--- src/rtl/csm_pkg.sv ---
package csm_pkg;

    typedef enum logic [1:0] {
        SPLIT_FLAT   = 2'd0,
        SPLIT_TOP    = 2'd1,
        SPLIT_BOTTOM = 2'd2
    } split_state_e;

    localparam int CFG_REGS = 4;
    typedef logic [7:0] cfg_byte_t;

endpackage

--- src/rtl/csm_regs.sv ---
module csm_regs
    import csm_pkg::*;
#(
    parameter logic [5:0] WIN_TAG = 6'b010100
) (
    input  logic       clk,
    input  logic       rst_n,
    input  logic       clear,
    input  logic       wr_en,
    input  logic [7:0] cpu_addr_hi,
    input  logic [7:0] wr_data,
    output logic [3:0] bank_low,
    output logic       split_en,
    output logic [1:0] bank_high,
    output logic       fill_off
);

    cfg_byte_t cfg_q [CFG_REGS];
    logic      in_window;

    assign in_window = (cpu_addr_hi[7:2] == WIN_TAG);

    for (genvar g = 0; g < CFG_REGS; g++) begin : g_cfg
        always_ff @(posedge clk or negedge rst_n) begin
            if (!rst_n) begin
                cfg_q[g] <= '0;
            end else if (clear) begin
                cfg_q[g] <= '0;
            end else if (wr_en && in_window && (cpu_addr_hi[1:0] == 2'(g))) begin
                cfg_q[g] <= wr_data;
            end
        end
    end

    assign bank_low  = cfg_q[0][3:0];
    assign split_en  = cfg_q[0][7];
    assign bank_high = cfg_q[2][1:0];
    assign fill_off  = cfg_q[3][2];

endmodule

--- src/rtl/csm_prg.sv ---
module csm_prg #(
    parameter int OUTER_W = 8,
    parameter int PRG_W   = 8
) (
    input  logic [3:0]         bank_low,
    input  logic [1:0]         bank_high,
    input  logic               fill_off,
    input  logic [OUTER_W-1:0] outer_prg,
    output logic [PRG_W-1:0]   prg_bank
);

    localparam int OUTER_SHIFT = 2;

    logic [PRG_W-1:0] inner_part;
    logic [PRG_W-1:0] fill_part;
    logic [PRG_W-1:0] outer_part;

    always_comb begin
        inner_part = PRG_W'({bank_high, bank_low});
        fill_part  = fill_off ? '0 : PRG_W'(2'b11);
        outer_part = PRG_W'(outer_prg >> OUTER_SHIFT);
        prg_bank   = inner_part | fill_part | outer_part;
    end

endmodule

--- src/rtl/csm_chr_fsm.sv ---
module csm_chr_fsm
    import csm_pkg::*;
#(
    parameter int LINE_W     = 9,
    parameter int CHR_W      = 4,
    parameter int SPLIT_LINE = 127,
    parameter int VIS_END    = 239
) (
    input  logic              clk,
    input  logic              rst_n,
    input  logic              clear,
    input  logic              line_start,
    input  logic [LINE_W-1:0] scanline,
    input  logic              split_en,
    output logic [CHR_W-1:0]  chr_lo_bank,
    output logic [CHR_W-1:0]  chr_hi_bank
);

    split_state_e state_q, state_d;
    logic         past_split, past_visible;

    assign past_split   = (scanline >= LINE_W'(SPLIT_LINE));
    assign past_visible = (scanline >= LINE_W'(VIS_END));

    always_comb begin
        state_d = state_q;
        if (clear) begin
            state_d = SPLIT_FLAT;
        end else if (line_start) begin
            if (!split_en || past_visible) begin
                state_d = SPLIT_FLAT;
            end else if (past_split) begin
                state_d = SPLIT_BOTTOM;
            end else begin
                state_d = SPLIT_TOP;
            end
        end
    end

    always_ff @(posedge clk or negedge rst_n) begin
        if (!rst_n) begin
            state_q <= SPLIT_FLAT;
        end else begin
            state_q <= state_d;
        end
    end

    always_comb begin
        unique case (state_q)
            SPLIT_FLAT: begin
                chr_lo_bank = CHR_W'(0);
                chr_hi_bank = CHR_W'(1);
            end
            SPLIT_TOP: begin
                chr_lo_bank = CHR_W'(0);
                chr_hi_bank = CHR_W'(0);
            end
            SPLIT_BOTTOM: begin
                chr_lo_bank = CHR_W'(1);
                chr_hi_bank = CHR_W'(1);
            end
            default: begin
                chr_lo_bank = CHR_W'(0);
                chr_hi_bank = CHR_W'(1);
            end
        endcase
    end

endmodule

--- src/rtl/chr_split_mapper.sv ---
module chr_split_mapper #(
    parameter int         OUTER_W    = 8,
    parameter int         PRG_W      = 8,
    parameter int         LINE_W     = 9,
    parameter int         CHR_W      = 4,
    parameter int         SPLIT_LINE = 127,
    parameter int         VIS_END    = 239,
    parameter logic [5:0] WIN_TAG    = 6'b010100
) (
    input  logic               clk,
    input  logic               rst_n,
    input  logic               clear,
    input  logic               wr_en,
    input  logic [7:0]         cpu_addr_hi,
    input  logic [7:0]         wr_data,
    input  logic               line_start,
    input  logic [LINE_W-1:0]  scanline,
    input  logic [OUTER_W-1:0] outer_prg,
    input  logic               mirror_sel,
    output logic [PRG_W-1:0]   prg_bank,
    output logic [CHR_W-1:0]   chr_lo_bank,
    output logic [CHR_W-1:0]   chr_hi_bank,
    output logic               mirror_horiz
);

    logic [3:0] bank_low;
    logic [1:0] bank_high;
    logic       split_en;
    logic       fill_off;

    csm_regs #(.WIN_TAG(WIN_TAG)) u_regs (
        .clk         (clk),
        .rst_n       (rst_n),
        .clear       (clear),
        .wr_en       (wr_en),
        .cpu_addr_hi (cpu_addr_hi),
        .wr_data     (wr_data),
        .bank_low    (bank_low),
        .split_en    (split_en),
        .bank_high   (bank_high),
        .fill_off    (fill_off)
    );

    csm_prg #(.OUTER_W(OUTER_W), .PRG_W(PRG_W)) u_prg (
        .bank_low  (bank_low),
        .bank_high (bank_high),
        .fill_off  (fill_off),
        .outer_prg (outer_prg),
        .prg_bank  (prg_bank)
    );

    csm_chr_fsm #(
        .LINE_W     (LINE_W),
        .CHR_W      (CHR_W),
        .SPLIT_LINE (SPLIT_LINE),
        .VIS_END    (VIS_END)
    ) u_chr (
        .clk         (clk),
        .rst_n       (rst_n),
        .clear       (clear),
        .line_start  (line_start),
        .scanline    (scanline),
        .split_en    (split_en),
        .chr_lo_bank (chr_lo_bank),
        .chr_hi_bank (chr_hi_bank)
    );

    assign mirror_horiz = mirror_sel;

endmodule

--- config.mk ---
export PLATFORM = sky130hd
export DESIGN_NAME = chr_split_mapper
export DESIGN_NICKNAME = d
export VERILOG_FILES = /design/src/rtl/csm_pkg.sv /design/src/rtl/csm_regs.sv /design/src/rtl/csm_prg.sv /design/src/rtl/csm_chr_fsm.sv /design/src/rtl/chr_split_mapper.sv
export SDC_FILE = /design/constraint.sdc
export NUM_CORES = 1
export LEC_CHECK = 0
export BUFFER_PORTS_ARGS = -buffer_cell sky130_fd_sc_hd__buf_4
export CAP_MARGIN = 20
export CORE_MARGIN = 1
export CORE_UTILIZATION = 34
export DETAILED_ROUTE_END_ITERATION = 10
export HOLD_SLACK_MARGIN = 0.1
export PLACE_DENSITY_LB_ADDON = 0.15
export SYNTH_ARGS = -nofsm -noshare
export SYNTH_HDL_FRONTEND = slang
export SYNTH_SLANG_ARGS = --single-unit
--- constraint.sdc ---
create_clock -name clk -period 1.2 [get_ports clk]
set_clock_uncertainty 0.15 [all_clocks]
set_input_delay 0.3 -clock clk [delete_from_list [all_inputs] [get_ports clk]]
set_output_delay 0.3 -clock clk [all_outputs]
set_load 0.02 [all_outputs]
==> results.yml, run 1 <==
cts:
  cts_buffers: 3
  cts_tree: "yes"
  clk_path_buf_depth: 2
  cts-htree-levels: 1
  clk_pin_slew_ns: 0.07
  root_buffer: "clkbuf_4"
  clkLatencyLatePin_ns: 0.26
  clock-sinks: 10
logic_synthesis:
  syn_area_per_cell_um2: 9.90
  seq_area_frac_synth: 0.366
  synth_top_area_cell: "dfrtp_1"
  synth_area_um2: 683
  yosys_warnings: 0
  synth.distinct_cells: 27
  synth_top_area_share: 0.366
  syn_inst: 69
  ys_ff_latch: 10
  synth_area_leaders: "dfrtp_1 (37%), mux2i_1 (12%), buf_4 (9.9%)"
detailed_routing:
  route.detailed.drc: 0
  drtIter0Drc: 3
  wl_per_cell_um: 11.0
  drt-pass1-iter-count: 4
  finalWirelength_um: 1590
  vias: 646
  viasPerCell: 4.49
  antenna_left: 0
worst_setup_path:
  crit_arrival_ns: 1.15
  r2r_end: "u_chr.state_q[1]"
  worstSetupStartpointType: "flop"
  worst_r2r_path_depth: 3
  critical_path_class: "flop to primary output"
  critPathMaxFanout: 2
  rrSetupSlack_ns: 0.15
  critPathRequiredTime_ns: 0.75
  rr_startpoint: "u_regs.split_en"
  timing.critical_path.to_type: "primary output"
timing:
  period_minus_slack_ns: 1.60
  grt_setup_unrepaired: "true"
  slew_violations: 0
  worst_slack_ns: -0.401
  setup_viol: 16
  hold_violations: 0
  finalSetupTns_ns: -3.38
  fmax_mhz: 625
  fin_crit_sh: 1.33
global_routing:
  use_met2: 0.314
  antenna_found_initial: 0
  use_met3: 0.0385
  met1_usage: 0.190
  grt_pass1_wl_um: 2600
  grt.busiest_layer: "met2"
  grt_max_degree: 12
  gr-usage-all-layers: 0.174
  overflow: 0
  grt_pass1_vias: 651
floorplan:
  fp.dieW_um: 46.8
  rows: 15
  die-height_um: 46.8
  coreArea_mm2: 0.00180
  die_area_mm2: 0.00219
  start_util: 0.379
  ioPinCount: 56
worst_hold_path:
  hp-start: "wr_data[7]"
  min_to: "u_regs.split_en"
  hold_depth: 3
  min-delay-path-class: "primary input to flop"
power:
  finalPower_w: 0.000846
  ir_drop_uv: 420
  p_per_area_mw_per_mm2: 725
  p_leak_nw: 0.576
cells_and_area:
  layout_commonest_cell: "buf_4"
  antennaDiodeCount: 0
  layout_common_cells: "buf_4 (38), dfrtp_1 (10), nand2b_1 (9), buf_6 (9)"
  synthToLayoutAreaGrowth_pct: 70.7
  layout.cells.non_filler: 144
  seqCellArea_um2: 250
  fillers: 165
  layout.nets: 159
  multiInputGateArea_um2: 428
  drive_gt1_frac: 0.571
placed_design:
  dp_slack_ns: -0.503
  port_buffers: 40
  place_congestion: 0.750
  placed_cells: 138
  dp_hpwl_um: 1290
flow_run:
  cap_violations: 0
status:
  status: "finished with violations"
  violations: "setup timing"
==> cell type report <==
| type | count | area share |
|---|---|---|
| Timing Repair Buffer | 49 | 0.357 |
| Inverter | 1 | 0.00322 |
| Sequential cell | 10 | 0.215 |
| Multi-Input combinational cell | 55 | 0.367 |
| Tap cell | 25 | 0.0268 |
| Clock buffer | 4 | 0.0311 |
==> state kept, by name (all words and copies together), names as in the netlist <==
signal / flops
u_regs.bank_low: 4
u_chr.state_q: 2
u_regs.bank_high: 2
u_regs.fill_off: 1
u_regs.split_en: 1
==> power by group <==
part / total (W) / internal, W / switching (W) / leakage [nW]
clock network: 0.000308 / 0.000184 / 0.000124 / 0.0210
logic: 0.000200 / 0.000117 / 0.0000836 / 0.415
registers: 0.000337 / 0.000337 / 0.000000193 / 0.140
==> how the worst max path moves through the flow <==
stage	startpoint	end	slack [ns]
2_1_floorplan	cpu_addr_hi[3]	u_regs.bank_high[0]	-0.35
3_3_place_gp	cpu_addr_hi[3]	u_regs.bank_high[0]	-0.48
3_5_place_dp	cpu_addr_hi[3]	u_regs.bank_high[1]	-0.50
4_1_cts	u_regs.bank_low[1]	prg_bank[1]	-0.42
5_1_grt	u_regs.bank_low[1]	prg_bank[1]	-0.43
6_report	u_regs.bank_low[1]	prg_bank[1]	-0.40
==> kinds of logic (layout without fill, tap and decap cells) <==
kind of cell / after synthesis / count (layout) / synth area share
simple gates: 34 / 34 / 0.346
buf+inv: 11 / 54 / 0.110
flops: 10 / 10 / 0.366
mux: 8 / 8 / 0.117
compound gates: 5 / 5 / 0.0550
other cells: 1 / 8 / 0.00549
==> synthesized netlist by cell type <==
| master | instances |
|---|---|
| nor2b_1 | 1 |
| buf_1 | 1 |
| nor3_1 | 1 |
| a41o_1 | 1 |
| conb_1 | 1 |
| nand3_1 | 1 |
| mux2i_1 | 8 |
| nand4b_1 | 1 |
| o21ai_0 | 2 |
| a41oi_1 | 1 |
| nand2_1 | 2 |
| buf_4 | 9 |
| a22o_1 | 1 |
| nand2b_1 | 10 |
| or2_2 | 4 |
| nand4_1 | 1 |
| dfrtp_1 | 10 |
| or3b_2 | 1 |
| or2b_2 | 3 |
| inv_1 | 1 |
| nor3_4 | 1 |
| nand4bb_1 | 1 |
| or3_4 | 1 |
| nor2_1 | 3 |
| or4_1 | 1 |
| or4b_1 | 1 |
| or2b_1 | 1 |
==> critical path, stage by stage, from the launching register on <==
cell	delay, ns
dfrtp_1	0.38
or3b_4	0.37
buf_6	0.14
==> per-layer routing <==
layer  routed length (um)  vias up  part of all wire
li1                     -      321                 -
met2                  841       27              0.53
met1                  644      296              0.40
met5                    0        -                 0
met3                   99        2             0.062
met4                    6        0            0.0038
==> through the flow <==
stage / cell area, um^2 / hold slack [ns] / utilization
CTS: 1160 / 0.141 / 0.646
floorplan: 719 / -0.146 / -
global placement: 1040 / -0.0145 / 0.580
detailed placement: 1040 / -0.0144 / 0.580
global route: 1170 / 0.161 / 0.647
finish: 1170 / 0.150 / 0.647
==> repair_timing <==
item                                    4_1_cts  5_1_grt
gates cloned                                  0        0
gates resized for setup                      17        1
endpoints found under the setup margin       16       16
buffers inserted                              1        0
hold endpoints to repair                     10        0
pin swaps                                     1        0
hold buffers                                  1        0
Power figures use the tool's default switching activity.
==> inputs of run 2 (changes only) <==
Settings changed: CTS_CLUSTER_DIAMETER set to 120, REMOVE_ABC_BUFFERS set to 1.
==> run 2 against run 1 <==
The run still ends with setup timing left. Wire length unchanged. Worst setup slack got worse by 0.0073 ns. Maximum frequency is 0.45% lower. Core utilization increased by 1.5 points. Sequential power about the same. Total power fell by 9.8%.
==> results.yml, run 2 (synthesis gave the netlist of run 1 again) <==
worst_setup_path:
  critical_path_class: "flop to primary output"
  setup.worst_path.start: "u_regs.bank_low[1]"
  timing.critical_path.to_type: "primary output"
  crit_chain: "or3b_4, buf_6"
  cp_top_family: "flip-flops"
  cp_slowest_cell: "dfrtp_1"
  critPathBufInv: 1
  rrSetupSlack_ns: 0.09
  crit_arrival_ns: 1.16
  slowest_delay_ns: 0.38
  critPathRequiredTime_ns: 0.75
  rr_startpoint: "u_regs.bank_high[0]"
  worst_r2r_path_depth: 3
  r2r_end: "u_regs.bank_high[0]"
  critPathMaxFanout: 2
  worstSetupStartpointType: "flop"
floorplan:
  ioPinCount: 56
  rows: 15
  die-height_um: 46.8
  fp.dieW_um: 46.8
  coreArea_mm2: 0.00180
  start_util: 0.379
  die_area_mm2: 0.00219
cells_and_area:
  drive_gt1_frac: 0.585
  layout_commonest_cell: "buf_4"
  fin_util: 0.663
  multiInputGateArea_um2: 428
  layout.nets: 164
  largest_register_ffs: 4
  seqCellArea_um2: 250
  antennaDiodeCount: 0
  fillers: 162
  synthToLayoutAreaGrowth_pct: 74.7
  layout_common_cells: "buf_4 (42), buf_6 (10), dfrtp_1 (10)"
global_routing:
  grt_pass1_vias: 647
  grt_pass1_wl_um: 2500
  antenna_found_initial: 0
  overflow: 0
  grt_max_degree: 11
  gr-usage-all-layers: 0.165
cts:
  clock-sinks: 10
  cts-htree-levels: 1
  clkLatencyLatePin_ns: 0.25
  clk_path_buf_depth: 2
  cts_tree: "yes"
  clk_pin_slew_ns: 0.06
  root_buffer: "clkbuf_4"
  cts_buffers: 3
timing:
  hold_violations: 0
  hold_slack_ns: 0.163
  worst_slack_ns: -0.408
  finalSetupTns_ns: -3.39
  slew_violations: 0
  grt_setup_unrepaired: "true"
  setup_viol: 16
  fmax_mhz: 622
  period_minus_slack_ns: 1.61
  fin_crit_sh: 1.34
worst_hold_path:
  min_to: "u_regs.bank_low[3]"
  hold_depth: 3
  min-delay-path-class: "primary input to flop"
  hp-start: "wr_data[3]"
placed_design:
  place_congestion: 0.748
  dp_slack_ns: -0.538
  port_buffers: 40
power:
  p_per_area_mw_per_mm2: 639
  finalPower_w: 0.000763
  ir_drop_uv: 450
  p_leak_nw: 0.595
status:
  violations: "setup timing"
  status: "finished with violations"
detailed_routing:
  drt-pass1-iter-count: 4
  vias: 675
  route.detailed.drc: 0
  finalWirelength_um: 1590
  antenna_left: 0
  wl_per_cell_um: 10.8
  viasPerCell: 4.56
  drtIter0Drc: 2
flow_run:
  cap_violations: 0
## run 2: changes by cell type in the layout (fill, tap and decap cells not counted)
cell / previous run / this run
buf_6: 9 / 10
clkbuf_8: 1 / 0
buf_4: 38 / 42
## run 2: repair_timing
| action | 4_1_cts | 5_1_grt |
|---|---|---|
| setup buffers | 5 | 3 |
| hold buffers | 1 | 0 |
| hold endpoints to repair | 10 | 0 |
| endpoints found under the setup margin | 16 | 16 |
| gates resized for setup | 21 | 1 |
| pin swaps | 3 | 0 |
## run 2: stage by stage
step                instance area [um^2]  std cells
finish                              1190        148
global route                        1190        148
CTS                                 1170        145
detailed placement                  1030        137
global placement                    1030        137
floorplan                            638         66
## run 2: layer usage
metal,up-vias,part of all wire,global-route usage
li1,332,-,-
met1,310,0.42,0.182
met2,33,0.50,0.281
met3,0,0.078,0.0538
met4,0,0,0.0914
met5,-,0,0
## run 2: power breakdown
part	switching [W]	internal [W]
Clock	0.000108	0.000115
Sequential	0.000000188	0.000337
Combinational	0.0000846	0.000118
## run 2: worst max path at each step
stage	to	slack, ns	cells past startpoint
after floorplan	u_regs.bank_high[0]	-0.37	3
after global placement	u_regs.bank_high[0]	-0.49	4
after detailed placement	u_regs.split_en	-0.54	5
after CTS	prg_bank[1]	-0.41	2
after global routing	prg_bank[1]	-0.45	2
final	prg_bank[1]	-0.41	2
## run 2: area by class of cell
type,count,area share
timing repair buffer,54,0.384
inverter,1,0.00314
multi-input combinational,55,0.358
sequential,10,0.210
tap,25,0.0262
clock buffer,3,0.0189
## run 2: worst reg2reg max path: stages, from the launching register on
cell	delay, ns
dfrtp_1	0.35
buf_4	0.11
or2b_2	0.28
mux2i_1	0.14
